===== src/rtl/cc_pkg.sv =====
package cc_pkg;

    // Mode register layout, most significant field first.
    typedef struct packed {
        logic wide;   // bit 7: full-width PWM
        logic ecom;   // bit 6: compare logic enable
        logic capp;   // bit 5: rising-edge capture
        logic capn;   // bit 4: falling-edge capture
        logic mat;    // bit 3: match sets flag
        logic tog;    // bit 2: toggle on match
        logic pwm;    // bit 1: PWM enable
        logic ien;    // bit 0: interrupt enable
    } cc_mode_t;

    // Operating state decoded from the mode register.
    typedef enum logic [2:0] {
        OP_OFF    = 3'd0,
        OP_MATCH  = 3'd1,
        OP_TOGGLE = 3'd2,
        OP_PWM8   = 3'd3,
        OP_PWM16  = 3'd4,
        OP_FREQ   = 3'd5
    } cc_op_e;

    // Output pin state.
    typedef enum logic {
        PIN_LO = 1'b0,
        PIN_HI = 1'b1
    } cc_pin_e;

endpackage


===== src/rtl/cc_edge_sync.sv =====
module cc_edge_sync #(
    parameter int STAGES = 2
) (
    input  logic clk,
    input  logic rst_n,
    input  logic pin_in,
    output logic rise,
    output logic fall
);
    localparam int LAST = STAGES - 1;

    logic [LAST:0] sync_q;
    logic          prev_q;

    // Synchronizer chain, then one register holding the previous synced level.
    always_ff @(posedge clk or negedge rst_n) begin
        if (!rst_n) begin
            sync_q <= '0;
            prev_q <= 1'b0;
        end else begin
            sync_q <= {sync_q[LAST-1:0], pin_in};
            prev_q <= sync_q[LAST];
        end
    end

    assign rise = sync_q[LAST] & ~prev_q;
    assign fall = ~sync_q[LAST] & prev_q;

endmodule


===== src/rtl/cc_mode_dec.sv =====
module cc_mode_dec
    import cc_pkg::*;
(
    input  logic   ecom,
    input  logic   pwm,
    input  logic   tog,
    input  logic   wide,
    output cc_op_e op
);
    always_comb begin
        if (!ecom) begin
            op = OP_OFF;
        end else if (pwm && tog) begin
            op = OP_FREQ;
        end else if (pwm) begin
            op = wide ? OP_PWM16 : OP_PWM8;
        end else if (tog) begin
            op = OP_TOGGLE;
        end else begin
            op = OP_MATCH;
        end
    end

endmodule


===== src/rtl/cc_pin_fsm.sv =====
module cc_pin_fsm
    import cc_pkg::*;
#(
    parameter int CNT_W = 16
) (
    input  logic             clk,
    input  logic             rst_n,
    input  cc_op_e           op,
    input  logic             tick,
    input  logic [CNT_W-1:0] cnt_value,
    input  logic [CNT_W-1:0] cc_value,
    output logic             pin_out,
    output logic             reload_lo,
    output logic             adv_lo
);
    localparam int HALF_W = CNT_W / 2;

    cc_pin_e state_q, state_d;
    logic    hit_full, hit_low, wrap_full, wrap_low;
    logic    set_hi, set_lo;

    assign hit_full  = (cnt_value == cc_value);
    assign hit_low   = (cnt_value[HALF_W-1:0] == cc_value[HALF_W-1:0]);
    assign wrap_full = (cnt_value == '0);
    assign wrap_low  = (cnt_value[HALF_W-1:0] == '0);

    // State register.
    always_ff @(posedge clk or negedge rst_n) begin
        if (!rst_n) begin
            state_q <= PIN_LO;
        end else begin
            state_q <= state_d;
        end
    end

    // Transition conditions per operating state.
    always_comb begin
        set_hi    = 1'b0;
        set_lo    = 1'b0;
        reload_lo = 1'b0;
        adv_lo    = 1'b0;
        unique case (op)
            OP_OFF, OP_MATCH: begin
                set_lo = 1'b1;
            end
            OP_TOGGLE: begin
                set_hi = tick & hit_full;
                set_lo = tick & hit_full;
            end
            OP_PWM8: begin
                set_hi    = tick & wrap_low;
                set_lo    = tick & hit_low & ~wrap_low;
                reload_lo = tick & wrap_low;
            end
            OP_PWM16: begin
                set_hi = tick & wrap_full;
                set_lo = tick & hit_full & ~wrap_full;
            end
            OP_FREQ: begin
                set_hi = tick & hit_low;
                set_lo = tick & hit_low;
                adv_lo = tick & hit_low;
            end
            default: begin
                set_lo = 1'b1;
            end
        endcase
    end

    // Next state and pin output.
    always_comb begin
        unique case (state_q)
            PIN_LO:  state_d = set_hi ? PIN_HI : PIN_LO;
            PIN_HI:  state_d = set_lo ? PIN_LO : PIN_HI;
            default: state_d = PIN_LO;
        endcase
        pin_out = (state_q == PIN_HI);
    end

endmodule


===== src/rtl/cc_channel.sv =====
module cc_channel
    import cc_pkg::*;
#(
    parameter int CNT_W       = 16,
    parameter int SYNC_STAGES = 2
) (
    input  logic             clk,
    input  logic             rst_n,
    input  logic [CNT_W-1:0] cnt_value,
    input  logic             cnt_tick,
    input  logic             cap_in,
    input  logic             mode_wr,
    input  logic [7:0]       mode_wdata,
    input  logic             cmp_wr,
    input  logic [CNT_W-1:0] cmp_wdata,
    input  logic             flag_clr,
    output logic [CNT_W-1:0] cc_value,
    output logic             pin_out,
    output logic             flag,
    output logic             irq
);
    localparam int HALF_W = CNT_W / 2;

    cc_mode_t         mode_r;
    logic [CNT_W-1:0] cc_r;
    logic             flag_r;
    cc_op_e           op;
    logic             rise, fall;
    logic             cap_evt, match_evt;
    logic             reload_lo, adv_lo;

    always_ff @(posedge clk or negedge rst_n) begin
        if (!rst_n) begin
            mode_r <= '0;
        end else if (mode_wr) begin
            mode_r <= cc_mode_t'(mode_wdata);
        end
    end

    cc_edge_sync #(
        .STAGES (SYNC_STAGES)
    ) u_edge (
        .clk    (clk),
        .rst_n  (rst_n),
        .pin_in (cap_in),
        .rise   (rise),
        .fall   (fall)
    );

    cc_mode_dec u_dec (
        .ecom (mode_r.ecom),
        .pwm  (mode_r.pwm),
        .tog  (mode_r.tog),
        .wide (mode_r.wide),
        .op   (op)
    );

    cc_pin_fsm #(
        .CNT_W (CNT_W)
    ) u_pin (
        .clk       (clk),
        .rst_n     (rst_n),
        .op        (op),
        .tick      (cnt_tick),
        .cnt_value (cnt_value),
        .cc_value  (cc_r),
        .pin_out   (pin_out),
        .reload_lo (reload_lo),
        .adv_lo    (adv_lo)
    );

    assign cap_evt   = (mode_r.capp & rise) | (mode_r.capn & fall);
    assign match_evt = mode_r.ecom & mode_r.mat & cnt_tick & (cnt_value == cc_r);

    // Capture/compare register: write, then capture, then PWM reload, then step.
    always_ff @(posedge clk or negedge rst_n) begin
        if (!rst_n) begin
            cc_r <= '0;
        end else if (cmp_wr) begin
            cc_r <= cmp_wdata;
        end else if (cap_evt) begin
            cc_r <= cnt_value;
        end else if (reload_lo) begin
            cc_r[HALF_W-1:0] <= cc_r[CNT_W-1:HALF_W];
        end else if (adv_lo) begin
            cc_r[HALF_W-1:0] <= cc_r[HALF_W-1:0] + cc_r[CNT_W-1:HALF_W];
        end
    end

    // Flag: a set event outranks a clear.
    always_ff @(posedge clk or negedge rst_n) begin
        if (!rst_n) begin
            flag_r <= 1'b0;
        end else if (cap_evt || match_evt) begin
            flag_r <= 1'b1;
        end else if (flag_clr) begin
            flag_r <= 1'b0;
        end
    end

    assign cc_value = cc_r;
    assign flag     = flag_r;
    assign irq      = flag_r & mode_r.ien;

endmodule


===== config.mk =====
export PLATFORM = sky130hd
export DESIGN_NAME = cc_channel
export DESIGN_NICKNAME = d
export VERILOG_FILES = /design/src/rtl/cc_pkg.sv /design/src/rtl/cc_edge_sync.sv /design/src/rtl/cc_mode_dec.sv /design/src/rtl/cc_pin_fsm.sv /design/src/rtl/cc_channel.sv
export SDC_FILE = /design/constraint.sdc
export NUM_CORES = 1
export LEC_CHECK = 0
export ABC_CLOCK_PERIOD_IN_PS = 1900
export BUFFER_PORTS_ARGS = -buffer_cell sky130_fd_sc_hd__buf_2
export CORE_ASPECT_RATIO = 1.1
export CORE_UTILIZATION = 40
export CTS_CLUSTER_DIAMETER = 100
export DETAILED_ROUTE_END_ITERATION = 6
export PLACE_DENSITY = 0.74
export SLEW_MARGIN = 25
export SYNTH_ARGS = -nofsm -noshare
export SYNTH_HDL_FRONTEND = slang
export SYNTH_SLANG_ARGS = --single-unit

===== constraint.sdc =====
create_clock -name clk -period 1.9 [get_ports clk]
set_clock_uncertainty 0.05 [all_clocks]
set_input_delay 0.38 -clock clk [delete_from_list [all_inputs] [get_ports clk]]
set_output_delay 0.38 -clock clk [all_outputs]
set_load 0.05 [all_outputs]

# Word level (Yosys, flattened, before mapping)
# Index checks and enable logic that the tools add are counted.
classes:
  muxes: 19
  eq_ne: 6
  bitwise_logic: 20
  n_reduce_logical: 7
  n_addsub: 1
op_table:
  columns: ["operator", "count"]
  rows:
  - ["two-way mux 8 bit", 4]
  - ["== test 16 bit", 1]
  - ["logical NOT 16 bit", 1]
  - ["two-way mux 16 bit", 1]
  - ["AND 1 bit", 14]
  - ["two-way mux 3 bit", 4]
  - ["adder 8 bit", 1]
  - ["== test 8 bit", 1]
  - ["logical NOT 8 bit", 1]
  - ["one-hot mux 1 bit (4 select lines)", 2]
  - ["== test 3 x 2 -> 1 bit, second input constant", 2]
  - ["== test 3 bit, second input constant", 2]
  - ["two-way mux 1 bit", 6]
  - ["inverter 1 bit", 5]
  - ["nonzero test 2 bit", 2]
  - ["nonzero test 4 bit", 1]
  - ["two-way mux 2 bit", 1]
  - ["one-hot mux 1 bit (2 select lines)", 1]
  - ["logical AND 1 bit", 1]
  - ["logical OR 1 bit", 1]
  - ["bitwise OR 1 bit", 1]
word_totals:
  wordCells: 67
  out_inout_bits: 19
  regBits: 29

# Logic depth before layout (Yosys ltp)
logic_depth:
  ltp_word: 10
  depth_mapped: 8
  depth_no_buf: 8

# By module
# From an unflattened synthesis, not the netlist that was laid out.
unflattened:
  cells_unflattened: 250
  hier_area_um2: 2263.4
modules_own_cells:
  columns: ["module", "area_per_inst_um2", "seq_area_each_um2", "cells_per_inst", "n_inst"]
  rows:
  - ["cc_channel", 1774.2, 625.6, 191, 1]
  - ["cc_pin_fsm", 345.3, 25.0, 46, 1]
  - ["cc_edge_sync", 90.1, 75.1, 5, 1]
  - ["cc_mode_dec", 53.8, 0.0, 8, 1]

# Worst setup path after synthesis
# Ideal clock, no wire load.
synth_path:
  kind: "register -> register"
  from: "register cc_r[1], in the netlist cc_value[1]"
  to: "register cc_r[7], in the netlist cc_value[7]"
  stages_incl_launch_ff: 7
  setup_ps: 86
  t_required_ps: 1764
  setup_slack_ps: -570
  t_arrival_ps: 2333
  path_buffers: 0
  cell_sequence: "dfrtp_1 > xnor2_1 > nand2_1 > nor4_1 > a2111oi_0 > or3_1 > o221ai_2"
synth_between:
  elab_chain_cells: 5
synth_rtl:
  columns: ["element", "line_no", "text"]
  rows:
  - ["start: declaration", "cc_channel.sv:25", "logic [CNT_W-1:0] cc_r;"]
  - ["start signal: assignment", "cc_channel.sv:80", "cc_r <= cmp_wdata;"]
  - ["start signal: assignment", "cc_channel.sv:82", "cc_r <= cnt_value;"]
  - ["start signal: indexed assignment", "cc_channel.sv:84", "cc_r[HALF_W-1:0] <= cc_r[CNT_W-1:HALF_W];"]
  - ["adder 8 bit", "cc_channel.sv:86", "cc_r[HALF_W-1:0] <= cc_r[HALF_W-1:0] + cc_r[CNT_W-1:HALF_W];"]
  - ["two-way mux 8 bit", "cc_channel.sv:85", "end else if (adv_lo) begin"]
  - ["two-way mux 8 bit", "cc_channel.sv:83", "end else if (reload_lo) begin"]
  - ["two-way mux 8 bit", "cc_channel.sv:81", "end else if (cap_evt) begin"]
  - ["two-way mux 16 bit", "cc_channel.sv:79", "end else if (cmp_wr) begin"]
# Several ways; a longest one is shown, not always the timed one. The select of a mux whose other input is x is not followed.
# A chain may end at the register's enable or synchronous reset.

# Worst setup path in the final report
layout_path:
  from: "input port cnt_value[4]"
  to: "register cc_r[3], in the netlist cc_value[3]"
layout_between:
  elab_chain_cells: 6
layout_rtl:
  columns: ["element", "line_no", "text"]
  rows:
  - ["start: declaration", "cc_channel.sv:9", "input logic [CNT_W-1:0] cnt_value,"]
  - ["logical NOT 8 bit", "cc_pin_fsm.sv:25", "assign wrap_low = (cnt_value[HALF_W-1:0] == '0);"]
  - ["AND 1 bit", "cc_pin_fsm.sv:53", "reload_lo = tick & wrap_low;"]
  - ["two-way mux 1 bit", "cc_pin_fsm.sv:42", "unique case (op)"]
  - ["two-way mux 8 bit", "cc_channel.sv:83", null]
  - ["two-way mux 8 bit", "cc_channel.sv:81", null]
  - ["two-way mux 16 bit", "cc_channel.sv:79", null]
# Several ways; a longest one is shown, not always the timed one.

==> impl_metrics.env <==
export IMPL_ys_ff_latch=29
export IMPL_row_count=26
export IMPL_io_pin_count=66
export IMPL_grt_usage_pct=24.1
export IMPL_drive_gt1_share_pct=50.0
export IMPL_root_buffer="clkbuf_8"
export IMPL_crit_start="cnt_value[4]"
export IMPL_synth_flop_cell="dfrtp_1"
export IMPL_path_clk_slew_ns=0.06
export IMPL_core_mm2=0.00468
export IMPL_firstDrtPassIters=4
export IMPL_grt_max_degree=32
export IMPL_drt_iter0_drc=132
export IMPL_h_tree_depth=2
export IMPL_cts_buffer_depth=2
export IMPL_start_util_pct=42.0
export IMPL_synth_area_per_cell_um2=9.20
export IMPL_grt_pass1_vias=1993
export IMPL_drt_wl_total_um=6060
export IMPL_post_route_util_pct=64.8
export IMPL_hpwl_um=4290
export IMPL_netlist_area_mm2=0.00197
export IMPL_dp_cells=366
export IMPL_postSynth_asyncResetShare_pct=100
export IMPL_worst_slew_pin_slew_ns=0.667
export IMPL_grt_pass1_wl_um=9090
export IMPL_cts_tree="done"
export IMPL_synthDistinctLibCells=41
export IMPL_insertion_delay_ns=0.28
export IMPL_fin_tns_setup_ns=-1.33
export IMPL_portBuffers=65
export IMPL_yosysSeqAreaShare_pct=36.9
export IMPL_die_height_um=75.6
export IMPL_synth_warnings=0
export IMPL_status="finished with violations"
export IMPL_pre_cts_slack_ns=-0.503
export IMPL_fin_ws_ns=-0.244
export IMPL_n_antenna_cell=0
export IMPL_max_slew_margin_pct=55.5
export IMPL_num_vias=2102
export IMPL_cts_buffers=5
export IMPL_syn2layout_area_growth_pct=54.2
export IMPL_hold_buffers=0
export IMPL_r2r_start="cc_value[4]$_DFFE_PN0P_"
export IMPL_setup_violations=8
export IMPL_path_class="in2reg"
export IMPL_max_freq_mhz=466
export IMPL_arrival_ns=2.31
export IMPL_powerDensity_mw_per_mm2=890
export IMPL_dieArea_mm2=0.00521
export IMPL_place_congestion=0.922
export IMPL_grt_overflow=0
export IMPL_required_ns=2.06
export IMPL_nNetsFinal=386
export IMPL_syn_instance_count=214
export IMPL_placed_area_mm2=0.00267
export IMPL_hold_viol_final=0
export IMPL_period_share_pct=113
export IMPL_period_minus_slack_ns=2.14
export IMPL_ir_worst_vdd_mv=0.450
export IMPL_final_cells=388
export IMPL_holdWs_ns=0.0827
export IMPL_slew_viol_final=0
export IMPL_cp_end_kind="flip-flop"
export IMPL_cts_sinks=29
export IMPL_die_x_um=68.9
export IMPL_hp_class="in2async"
export IMPL_violations="setup timing"
export IMPL_wl_per_cell_um=15.6
export IMPL_synth_edf_count=0
export IMPL_final_area_mm2=0.00304
export IMPL_start_kind="input port"
export IMPL_leakage_nw=1.37
export IMPL_postRouteAntennaNets=0
export IMPL_crit_fanout=5
export IMPL_viasPerCell=5.42
export IMPL_rsz0062_at_grt="yes"
export IMPL_totalPowerFinal_mw=2.70
export IMPL_antenna_found_initial=0
export IMPL_syn_num_nets=269
export IMPL_drc=0
export IMPL_cap_violations=0
registers in the layout, summed over array words and instances (netlist names):
signal         cells
mode_r             8
flag               1
u_edge.prev_q      1
u_pin.pin_out      1
cc_value          16
u_edge.sync_q      2
timing repair:
action	CTS	global route
pin swaps	12	21
resized for setup	16	22
buffers inserted	7	7
cloned	1	0
setup endpoints to repair	8	9
final timing paths:
path	cells past startpoint	slack [ns]	to
worst min-delay path	1	0.08	cc_value[7]$_DFFE_PN0P_
max in group asynchronous	1	1.24	cc_value[3]$_DFFE_PN0P_
worst max-delay path	7	-0.24	cc_value[3]$_DFFE_PN0P_
worst max register to register	8	-0.23	cc_value[7]$_DFFE_PN0P_
min in group clk	1	0.16	u_edge.sync_q[0]$_DFF_PN0_
worst min register to register	0	0.30	u_edge.sync_q[1]$_DFF_PN0_
kinds of logic after synthesis:
kind of cell | synth area share (%)
AOI/OAI and AO/OA | 19.4
DFF | 36.9
adders and majority gates | 5.47
buffers and inverters | 2.16
xor gates and xnor gates | 8.90
muxes | 10.0
and+or+nand+nor | 17.2
cell usage after synthesis, types with 2 or more instances:
library cell,instances,area share (%)
a2111oi_0,2,0.89
a211oi_1,7,2.7
a21o_1,2,0.76
a21oi_1,11,2.8
a22oi_1,3,1.1
and2_1,2,0.64
clkbuf_1,6,1.1
dfrtp_1,29,37
ha_1,7,4.4
inv_1,3,0.57
mux2_2,6,3.4
mux2i_1,13,6.6
nand2_1,26,5.0
nand2b_1,3,0.95
nand3_1,5,1.3
nand4_1,2,0.64
nor2_1,11,2.1
nor3_1,4,1.0
nor4_1,4,1.3
o211ai_1,3,1.1
o21a_1,2,0.76
o21ai_0,23,5.8
o21ai_1,2,0.51
or3_1,3,0.95
xnor2_1,18,8.0
xor2_1,2,0.89
final cells by class:
cell class,count,area [um2]
Clock buffer,8,90.1
Fill cell,399,1650
Inverter,3,11.3
Multi-Input combinational cell,174,1380
Sequential cell,29,738
Tap cell,56,70.1
Timing Repair Buffer,118,751
routing by layer:
layer	share of wire, %	global-route usage, %	vias to the layer above
met5	0	0	-
met2	50	38.9	91
li1	-	-	1021
met3	6.1	4.64	18
met4	2.9	9.30	0
met1	41	31.6	972
critical path, stage by stage:
cell,delay (ns)
buf_6,0.09
or4_4,0.55
nor4_4,0.36
buf_6,0.19
mux2i_1,0.08
a2111oi_0,0.48
a221o_1,0.19
cell usage in the layout (no fill, tap or decap), drive strengths merged, types with 2 or more instances in the layout:
master / n
o21a: 2
or3: 3
o211ai: 3
and2: 2
nor4: 5
mux2: 6
a21o: 2
xnor2: 18
mux2i: 13
buf: 118
a2111oi: 2
a211oi: 7
inv: 3
nand4: 2
ha: 7
xor2: 2
nand2: 26
or4: 2
nand2b: 3
nand3: 5
o21ai: 25
dfrtp: 29
a22oi: 3
clkbuf: 8
nor2: 11
a21oi: 11
nor3: 4
power by group:
part           internal (mW)  leakage (nW)  switching, mW
Sequential             0.709         0.338          0.106
Combinational          0.600         0.989          0.759
Clock                  0.295        0.0455          0.232
Total                   1.60          1.37           1.10
(Power assumes the default switching activity.)
